==> src/rtl/audio_pkt_pkg.sv <==
package audio_pkt_pkg;
  typedef enum logic [1:0] {
    S_IDLE = 2'd0,
    S_HDR  = 2'd1,
    S_PAY  = 2'd2
  } txState_t;

  typedef struct packed {
    logic latchHdr;
    logic sendHdr;
    logic pop;
  } ctrlStrobe_t;
endpackage

==> src/rtl/audio_pkt_datapath.sv <==
module audio_pkt_datapath
  import audio_pkt_pkg::*;
#(
  parameter int CLK_HZ       = 50_000_000,
  parameter int BASE_RATE_HZ = 2000,
  parameter int FIFO_DEPTH   = 32,
  parameter int PAYLOAD_LEN  = 16
) (
  input  logic        clk,
  input  logic        rst,
  input  logic [7:0]  cfgSw,
  input  logic [7:0]  adcData,
  input  ctrlStrobe_t ctl,
  output logic        sampleReq,
  output logic        pktReady,
  output logic [7:0]  txData,
  output logic        overflow
);
  localparam int DIV_BASE = CLK_HZ / BASE_RATE_HZ;
  localparam int DIV_HI   = DIV_BASE / 2;
  localparam int CW       = $clog2(DIV_BASE);
  localparam int AW       = $clog2(FIFO_DEPTH);

  // rate pacing
  logic [CW-1:0] divCnt;
  logic [CW-1:0] termCnt;
  logic          modeOk;

  always_comb begin
    modeOk  = ~cfgSw[7];
    termCnt = cfgSw[6] ? CW'(DIV_HI - 1) : CW'(DIV_BASE - 1);
  end

  assign sampleReq = modeOk && (divCnt >= termCnt);

  always_ff @(posedge clk) begin
    if (rst || !modeOk || sampleReq) divCnt <= '0;
    else                             divCnt <= divCnt + CW'(1);
  end

  // sample FIFO
  logic [7:0]  mem [FIFO_DEPTH];
  logic [AW-1:0] wrPtr, rdPtr;
  logic [AW:0]   count;
  logic          full, push;

  assign full     = (count == (AW+1)'(FIFO_DEPTH));
  assign push     = sampleReq && !full;
  assign pktReady = (count >= (AW+1)'(PAYLOAD_LEN));

  always_ff @(posedge clk) begin
    if (push) mem[wrPtr] <= adcData;
  end

  always_ff @(posedge clk) begin
    if (rst) begin
      wrPtr    <= '0;
      rdPtr    <= '0;
      count    <= '0;
      overflow <= 1'b0;
    end else begin
      if (push)    wrPtr <= wrPtr + AW'(1);
      if (ctl.pop) rdPtr <= rdPtr + AW'(1);
      case ({push, ctl.pop})
        2'b10:   count <= count + (AW+1)'(1);
        2'b01:   count <= count - (AW+1)'(1);
        default: count <= count;
      endcase
      if (sampleReq && full) overflow <= 1'b1;
    end
  end

  // header snapshot and byte select
  logic [7:0] hdrReg;

  always_ff @(posedge clk) begin
    if (rst)               hdrReg <= '0;
    else if (ctl.latchHdr) hdrReg <= {2'b00, cfgSw[5:3], cfgSw[2:0]};
  end

  assign txData = ctl.sendHdr ? hdrReg : mem[rdPtr];

  // once set, the loss flag holds until reset
  a_r10_sticky_ovf: assert property (@(posedge clk) disable iff (rst)
    overflow |=> overflow);

  // payload reads never underrun the FIFO
  a_r8_pop_nonempty: assert property (@(posedge clk) disable iff (rst)
    ctl.pop |-> count != '0);

  // an accepted sample with no read grows the fill by one
  a_r5_count_track: assert property (@(posedge clk) disable iff (rst)
    (push && !ctl.pop) |=> count == $past(count) + (AW+1)'(1));

  // requests are single-cycle pulses
  a_r2_single_pulse: assert property (@(posedge clk) disable iff (rst)
    sampleReq |=> !sampleReq);
endmodule

==> src/rtl/audio_pkt_ctrl.sv <==
module audio_pkt_ctrl
  import audio_pkt_pkg::*;
#(
  parameter int PAYLOAD_LEN = 16
) (
  input  logic        clk,
  input  logic        rst,
  input  logic        pktReady,
  input  logic        mediumBusy,
  input  logic        txReady,
  output logic        txValid,
  output ctrlStrobe_t ctl
);
  localparam int BW = $clog2(PAYLOAD_LEN + 1);

  txState_t      state, stateNext;
  logic [BW-1:0] byteCnt, byteCntNext;

  always_comb begin
    stateNext   = state;
    byteCntNext = byteCnt;
    ctl         = '0;
    txValid     = 1'b0;
    case (state)
      S_IDLE: begin
        if (pktReady && !mediumBusy) begin
          ctl.latchHdr = 1'b1;
          stateNext    = S_HDR;
        end
      end
      S_HDR: begin
        txValid     = 1'b1;
        ctl.sendHdr = 1'b1;
        if (txReady) begin
          byteCntNext = '0;
          stateNext   = S_PAY;
        end
      end
      S_PAY: begin
        txValid = 1'b1;
        if (txReady) begin
          ctl.pop = 1'b1;
          if (byteCnt == BW'(PAYLOAD_LEN - 1)) stateNext = S_IDLE;
          else                                 byteCntNext = byteCnt + BW'(1);
        end
      end
      default: stateNext = S_IDLE;
    endcase
  end

  always_ff @(posedge clk) begin
    if (rst) begin
      state   <= S_IDLE;
      byteCnt <= '0;
    end else begin
      state   <= stateNext;
      byteCnt <= byteCntNext;
    end
  end

  // a packet begins only on an idle medium with a full payload stored
  a_r7_start_gate: assert property (@(posedge clk) disable iff (rst)
    (state == S_HDR && $past(state) == S_IDLE) |-> $past(!mediumBusy && pktReady));

  // payload phase continues until its last byte is taken
  a_r8_no_abort: assert property (@(posedge clk) disable iff (rst)
    (state == S_PAY && !txReady) |=> state == S_PAY);
endmodule

==> src/rtl/audio_pkt_tx.sv <==
module audio_pkt_tx
  import audio_pkt_pkg::*;
#(
  parameter int CLK_HZ       = 50_000_000,
  parameter int BASE_RATE_HZ = 2000,
  parameter int FIFO_DEPTH   = 32,
  parameter int PAYLOAD_LEN  = 16
) (
  input  logic       clk,
  input  logic       btnA,
  input  logic       btnB,
  input  logic [7:0] cfgSw,
  input  logic [7:0] adcData,
  output logic       sampleReq,
  input  logic       mediumBusy,
  input  logic       txReady,
  output logic [7:0] txData,
  output logic       txValid,
  output logic       overflow
);
  logic        rst;
  logic        pktReady;
  ctrlStrobe_t ctl;

  assign rst = btnA & btnB;

  audio_pkt_datapath #(
    .CLK_HZ(CLK_HZ), .BASE_RATE_HZ(BASE_RATE_HZ),
    .FIFO_DEPTH(FIFO_DEPTH), .PAYLOAD_LEN(PAYLOAD_LEN)
  ) u_dp (
    .clk(clk), .rst(rst), .cfgSw(cfgSw), .adcData(adcData), .ctl(ctl),
    .sampleReq(sampleReq), .pktReady(pktReady), .txData(txData),
    .overflow(overflow)
  );

  audio_pkt_ctrl #(.PAYLOAD_LEN(PAYLOAD_LEN)) u_ctrl (
    .clk(clk), .rst(rst), .pktReady(pktReady), .mediumBusy(mediumBusy),
    .txReady(txReady), .txValid(txValid), .ctl(ctl)
  );

  // an offered byte is held until accepted
  a_r9_hold_offer: assert property (@(posedge clk) disable iff (rst)
    (txValid && !txReady) |=> (txValid && $stable(txData)));
endmodule

==> config.mk <==
export PLATFORM = sky130hd
export DESIGN_NAME = audio_pkt_tx
export DESIGN_NICKNAME = d
export VERILOG_FILES = /design/src/rtl/audio_pkt_pkg.sv /design/src/rtl/audio_pkt_datapath.sv /design/src/rtl/audio_pkt_ctrl.sv /design/src/rtl/audio_pkt_tx.sv
export SDC_FILE = /design/constraint.sdc
export NUM_CORES = 1
export LEC_CHECK = 0
export ABC_AREA = 0
export CAP_MARGIN = 20
export CORE_UTILIZATION = 41
export DETAILED_ROUTE_END_ITERATION = 12
export MAX_ROUTING_LAYER = met4
export SKIP_LAST_GASP = 1
export SLEW_MARGIN = 20
export SYNTH_ARGS = -nofsm -noshare
export SYNTH_HDL_FRONTEND = slang
export SYNTH_SLANG_ARGS = --single-unit
==> constraint.sdc <==
create_clock -name clk -period 4.1 [get_ports clk]
set_clock_uncertainty 0.1 [all_clocks]
set_input_delay 1.025 -clock clk [delete_from_list [all_inputs] [get_ports clk]]
set_output_delay 1.025 -clock clk [all_outputs]
set_load 0.01 [all_outputs]
=== Yosys cells after proc, flatten, opt, wreduce, memory -nomap -nowiden ===
Memories as Yosys holds them, arrays and structs flattened. A register that Yosys moved wholly into a read port is not among the register bits.
Cells that the tools add are included.

* $add $sub $neg: 6
* $mul: 0
* Divide/modulo/power cells: 0
* $lt $le $gt $ge: 2
* Eq/ne operators: 11
* Shift operators: 0
* Multiplexer cells: 22
* Bitwise logic cells: 2
* Reduce and logical (&&, ||, !) cells: 14

{| class="wikitable"
|+ Operator list
! operator !! count
|-
| 2-to-1 mux 5 bit || 5
|-
| adder 15 x 1 -> 15 bit, second input constant || 1
|-
| adder 5 x 1 -> 5 bit, second input constant || 3
|-
| greater-or-equal comparator 15 bit || 1
|-
| 2-to-1 mux 15 bit || 1
|-
| one-hot mux 6 bit (2 select lines) || 1
|-
| one-hot mux 5 bit (2 select lines) || 1
|-
| 2-to-1 mux 1 bit || 8
|-
| 2-to-1 mux 2 bit || 4
|-
| 2-to-1 mux 8 bit || 1
|-
| AND reduction 4 bit || 2
|-
| adder 6 x 1 -> 6 bit, second input constant || 1
|-
| == test 6 bit, second input constant || 1
|-
| greater-or-equal comparator 6 x 5 -> 1 bit, second input constant || 1
|-
| != test 2 bit, second input constant || 3
|-
| one-hot mux 2 bit (3 select lines) || 1
|-
| subtractor 6 x 1 -> 6 bit, second input constant || 1
|-
| == test 5 x 4 -> 1 bit, second input constant || 1
|-
| == test 2 x 1 -> 1 bit, second input constant || 2
|-
| == test 2 bit, second input constant || 2
|-
| logical AND 1 bit || 4
|-
| != test 2 x 1 -> 1 bit, second input constant || 2
|-
| nonzero test 2 bit || 2
|-
| zero test 1 bit || 2
|-
| other kinds (5) || 6
|}

* Register bits after elaboration: 45
* Bits in latches: 0
* Bits in writable memories: 256
* ROM bits: 0
* Bits of input ports: 21
* Output and inout bits: 11
* Word-level logic and storage cells: 66
* Memories kept: 1

{| class="wikitable"
|+ Memories
! memory !! depth !! bits a word !! rd ports !! clocked after memory_dff !! write ports !! RTL line !! RTL
|-
| u_dp.mem || 32 || 8 || 1 || 1 || 1 || audio_pkt_datapath.sv:42 || <nowiki>logic [7:0] mem [FIFO_DEPTH];</nowiki>
|}

=== Logic depth before layout (Yosys ltp) ===
* Depth in word-level cells: 6
* Mapped depth: 16

=== By module ===
From an unflattened synthesis, not the netlist that was laid out.

* Cell total of the unflattened synthesis: 736
* Area total of the unflattened synthesis: 12449.4 sq um

{| class="wikitable"
|+ Modules (own cells, without submodules)
! module !! times used !! cells an instance !! area an instance (sq um) !! sequential area each (sq um)
|-
| audio_pkt_datapath || 1 || 683 || 11982.7 || 8548.2
|-
| audio_pkt_ctrl || 1 || 52 || 460.4 || 140.1
|-
| audio_pkt_tx || 1 || 1 || 6.3 || 0.0
|}

=== Least setup slack after synthesis ===
Ideal clock, no wire load.

* Path type: input to register
* From: input cfgSw[6]
* To: register u_dp.count[4]
* Library setup time: 71 ps
* Arrival: 3799 ps
* Required time: 3929 ps
* Slack: 130 ps
* Stages: 16
* Buffers on the path: 2
* Cell sequence: inv_1 > ha_1 > a21oi_1 > o221ai_1 > a311o_1 > buf_6 > nand2_1 > ha_1 > clkbuf_1 > xor2_1 > ha_1 > a21o_1 > a22oi_1 > o21a_1 > or3_1 > a21oi_1

* Word-level cells in the longest chain between the ends: 6

{| class="wikitable"
|+ Ends and longest elaborated chain
! item !! RTL line !! RTL
|-
| start, declared || audio_pkt_tx.sv:12 || <nowiki>input logic [7:0] cfgSw,</nowiki>
|-
| 2-to-1 mux 15 bit * || audio_pkt_datapath.sv:31 || <nowiki>termCnt = cfgSw[6] ? CW'(DIV_HI - 1) : CW'(DIV_BASE - 1);</nowiki>
|-
| greater-or-equal comparator 15 bit * || audio_pkt_datapath.sv:34 || <nowiki>assign sampleReq = modeOk && (divCnt >= termCnt);</nowiki>
|-
| logical AND 1 bit * || audio_pkt_datapath.sv:34 ||
|-
| logical AND 1 bit * || audio_pkt_datapath.sv:48 || <nowiki>assign push = sampleReq && !full;</nowiki>
|-
| == test 2 x 1 -> 1 bit / == test 2 bit (equally long branches) || audio_pkt_datapath.sv:64 || <nowiki>case ({push, ctl.pop})</nowiki>
|-
| one-hot mux 6 bit (2 select lines) / nonzero test 2 bit (equally long branches) || n/a ||
|-
| end signal, assigned || audio_pkt_datapath.sv:65 || <nowiki>2'b10: count <= count + (AW+1)'(1);</nowiki>
|-
| end signal, assigned || audio_pkt_datapath.sv:66 || <nowiki>2'b01: count <= count - (AW+1)'(1);</nowiki>
|-
| end signal, assigned || audio_pkt_datapath.sv:67 || <nowiki>default: count <= count;</nowiki>
|-
| end, declared || audio_pkt_datapath.sv:44 || <nowiki>logic [AW:0] count;</nowiki>
|}

Mark *: on every way between the ends. The rest lies on a longest branch, timed or not.
A chain may end at the register's enable or synchronous reset.

==> results.tsv <==
stage	metric	value	unit
global_route	grt_usage	0.1886	
final_layout	syn_to_final_growth	17.70	%
worst_setup_path	required	2.97	ns
floorplanning	num_io_pins	32	
power_and_ir_drop	leakage	4.784	nW
yosys	ys_seq_area_frac	0.7016	
placement	placed_cell_area	13460	um2
floorplanning	rows	63	
yosys	synth-xor-area-share	0.01415	
timing	fin_crit_sh	0.9788	
global_route	grt_max_degree	33	
final_layout	drive_gt1_frac	0.2290	
yosys	synth_top_family_by_area	multiplexers	
timing	max_slew_margin	0.5968	
flow_run	drv_cap	0	
yosys	synth_edf_count	256	
clocking	cts_root_buffer	clkbuf_16	
worst_setup_path	critPathArrivalTime	2.89	ns
worst_hold_path	hp-class	register to register	
clocking	htree_levels	1	
floorplanning	die_w	175.8	um
outcome	status	completed	
yosys	synth-compound-area-share	0.04042	
yosys	synthAdderAreaFrac	0.02122	
global_route	grt_pass1_vias	7137	
worst_setup_path	crit_path_end_kind	output pin	
clocking	cts_hold_buf	0	
global_route	grt_overflow	0	
placement	hpwl	17230	um
timing	worst_slew_pin_slew	0.6048	ns
route	drtIter0Drc	585	
yosys	yosys.area.top_type	edfxtp_1	
power_and_ir_drop	power	6.048	mW
clocking	insertion_delay	0.55	ns
final_layout	nets	869	
yosys	synthArstFlopShare	0	
placement	placed_cells	1179	
global_route	grt_pass1_wl	42310	um
power_and_ir_drop	irDropWorstVdd	308.6	uV
timing	finalHoldViolCount	0	
yosys	syn-mean-instance-area	16.78	um2
yosys	synth_fp_nets	780	
route	drtAntennaViolNets	0	
route	wirelength	27530	um
clocking	path_clk_slew	0.06	ns
route	drt-wirelength-per-cell	22.25	um
final_layout	final_util	0.4918	
floorplanning	core	29640	um2
yosys	synth_ff_type	edfxtp_1	
clocking	cts_tree	done	
route	drc	0	
worst_setup_path	critPathLaunchType	register	
timing	drv_slew	0	
worst_setup_path	crit_fanout	12	
yosys	synth_cells	738	
yosys	ys_warn_count	0	
yosys	synth_top_area_share	0.6208	
yosys	synth.distinct_cells	52	
floorplanning	die-height	175.8	um
power_and_ir_drop	power.density	415.0	nW/um2
route	vias_per_cell	5.575	
clocking	clockBufferDepth	3	
timing	whs	0.3731	ns
timing	rsz0062_at_grt	no	
route	vias	6896	
clocking	clock_sinks	306	
final_layout	final_cell_count_no_fill	1237	
timing	setup_viol	0	
floorplanning	die-area	30900	um2
global_route	antenna_found_initial	0	
worst_setup_path	critPathKind	register to output pin	
yosys	yosys-top-cells-area	edfxtp_1, mux4_2, dfxtp_1	
placement	globalplace.congestion	0.8460	
placement	portBuffers	31	
yosys	synth_simple_gate_area_frac	0.07032	
yosys	netlist_area	12380	um2
clocking	cts_made_buffers	30	
floorplanning	initial_core_util	0.4178	
yosys	synth_commonest_cells	edfxtp_1, nor2_1, mux4_2, dfxtp_1, nand2_1	
yosys	ys_seq_elements	306	
yosys	muxShareOfSynthArea	0.1326	
route	drt_pass1_iterations	4	
timing	max_clock_freq	249.2	MHz
final_layout	insertedDiodeCount	0	
yosys	synth.most_common_cell	edfxtp_1	
final_layout	fin_area	14580	um2
timing	period_needed	4.013	ns
worst paths after layout:
path / startpoint / endpoint / slack (ns) / cells past startpoint
worst max-delay path: register / txData[6] / 0.09 / 6
worst min-delay path: u_dp.overflow / u_dp.overflow / 0.37 / 2
worst max register to register: u_dp.divCnt[6] / u_dp.count[4] / 0.90 / 13
worst min register to register: u_dp.overflow / u_dp.overflow / 0.37 / 2
power breakdown:
group	switching [mW]	internal (mW)	leakage, nW	total [mW]
logic	0.0635	0.0265	1.63	0.0901
registers	0.00265	3.36	2.71	3.37
clock network	1.10	1.49	0.446	2.59
cell type report:
class                   count  area [um2]
clock buffers              35       790.8
clock inverters            17       137.6
fillers                  2451       15060
inverters                  14       52.55
multi-input cells         381        3481
flip-flops and latches    306        8698
well taps                 390       488.0
repair buffers             94       927.1
flip-flops by register name (all words and copies together) (netlist names), 2 cells and up, named ones only:
signal,cells
u_dp.mem,256
u_dp.divCnt,15
u_dp.count,6
u_dp.hdrReg,6
u_ctrl.byteCnt,5
u_dp.rdPtr,5
u_dp.wrPtr,5
u_ctrl.state,2
cells by family after synthesis:
family          count (synthesis)
buf+inv                        51
mux                            79
flops                         306
compound gates                 81
simple gates                  180
fa+ha+maj                      21
xor+xnor                       20
placed cells by master (no fill, tap or decap), types with 4 or more instances in the layout:
| cell | n |
|---|---|
| a31oi_1 | 4 |
| mux4_2 | 68 |
| clkbuf_16 | 31 |
| inv_1 | 14 |
| nand2_1 | 28 |
| o21ai_0 | 15 |
| o22ai_1 | 25 |
| nand3b_1 | 6 |
| edfxtp_1 | 256 |
| or3b_2 | 4 |
| mux2i_1 | 9 |
| a21oi_1 | 19 |
| buf_4 | 55 |
| clkinv_2 | 4 |
| or4_1 | 6 |
| dlygate4sd2_1 | 6 |
| xor2_1 | 15 |
| nand4_1 | 5 |
| nand3_1 | 19 |
| nor3_1 | 5 |
| nor2_1 | 77 |
| xnor2_1 | 5 |
| dfxtp_1 | 46 |
| clkbuf_1 | 4 |
| ha_1 | 21 |
| dlymetal6s2s_1 | 4 |
| clkinv_1 | 7 |
| or3_1 | 8 |
| clkdlybuf4s50_1 | 19 |
critical path, cell delays in order, from the launching register on:
cell and delay (ns):
dfxtp_4 0.45, buf_12 0.19, mux4_2 0.56, mux4_2 0.48
mux2i_2 0.23, nor2_1 0.09, dlygate4sd2_1 0.32
timing repair:
item	in CTS	in global routing
buffers inserted	1	1
gates resized for setup	18	6
pin swaps	3	2
setup endpoints to repair	9	5
gates cloned	4	0
metrics by stage:
step                      setup slack (ns)  setup TNS (ns)
after global placement             -0.2047         -0.4275
after floorplan                     0.1301               0
after detailed placement           -0.3587          -1.206
after global routing               0.02587               0
after CTS                          -0.1400         -0.3314
final                              0.08676               0
layer usage:
metal	up-vias	wire length, um	part of all wire	global-route usage
met2	203	14160	0.51	0.3211
met1	3580	11630	0.42	0.2440
met3	32	1443	0.052	0.02359
met5	-	0	0	-
li1	3081	-	-	-
met4	0	294	0.011	0.03623
(Power assumes the default switching activity.)
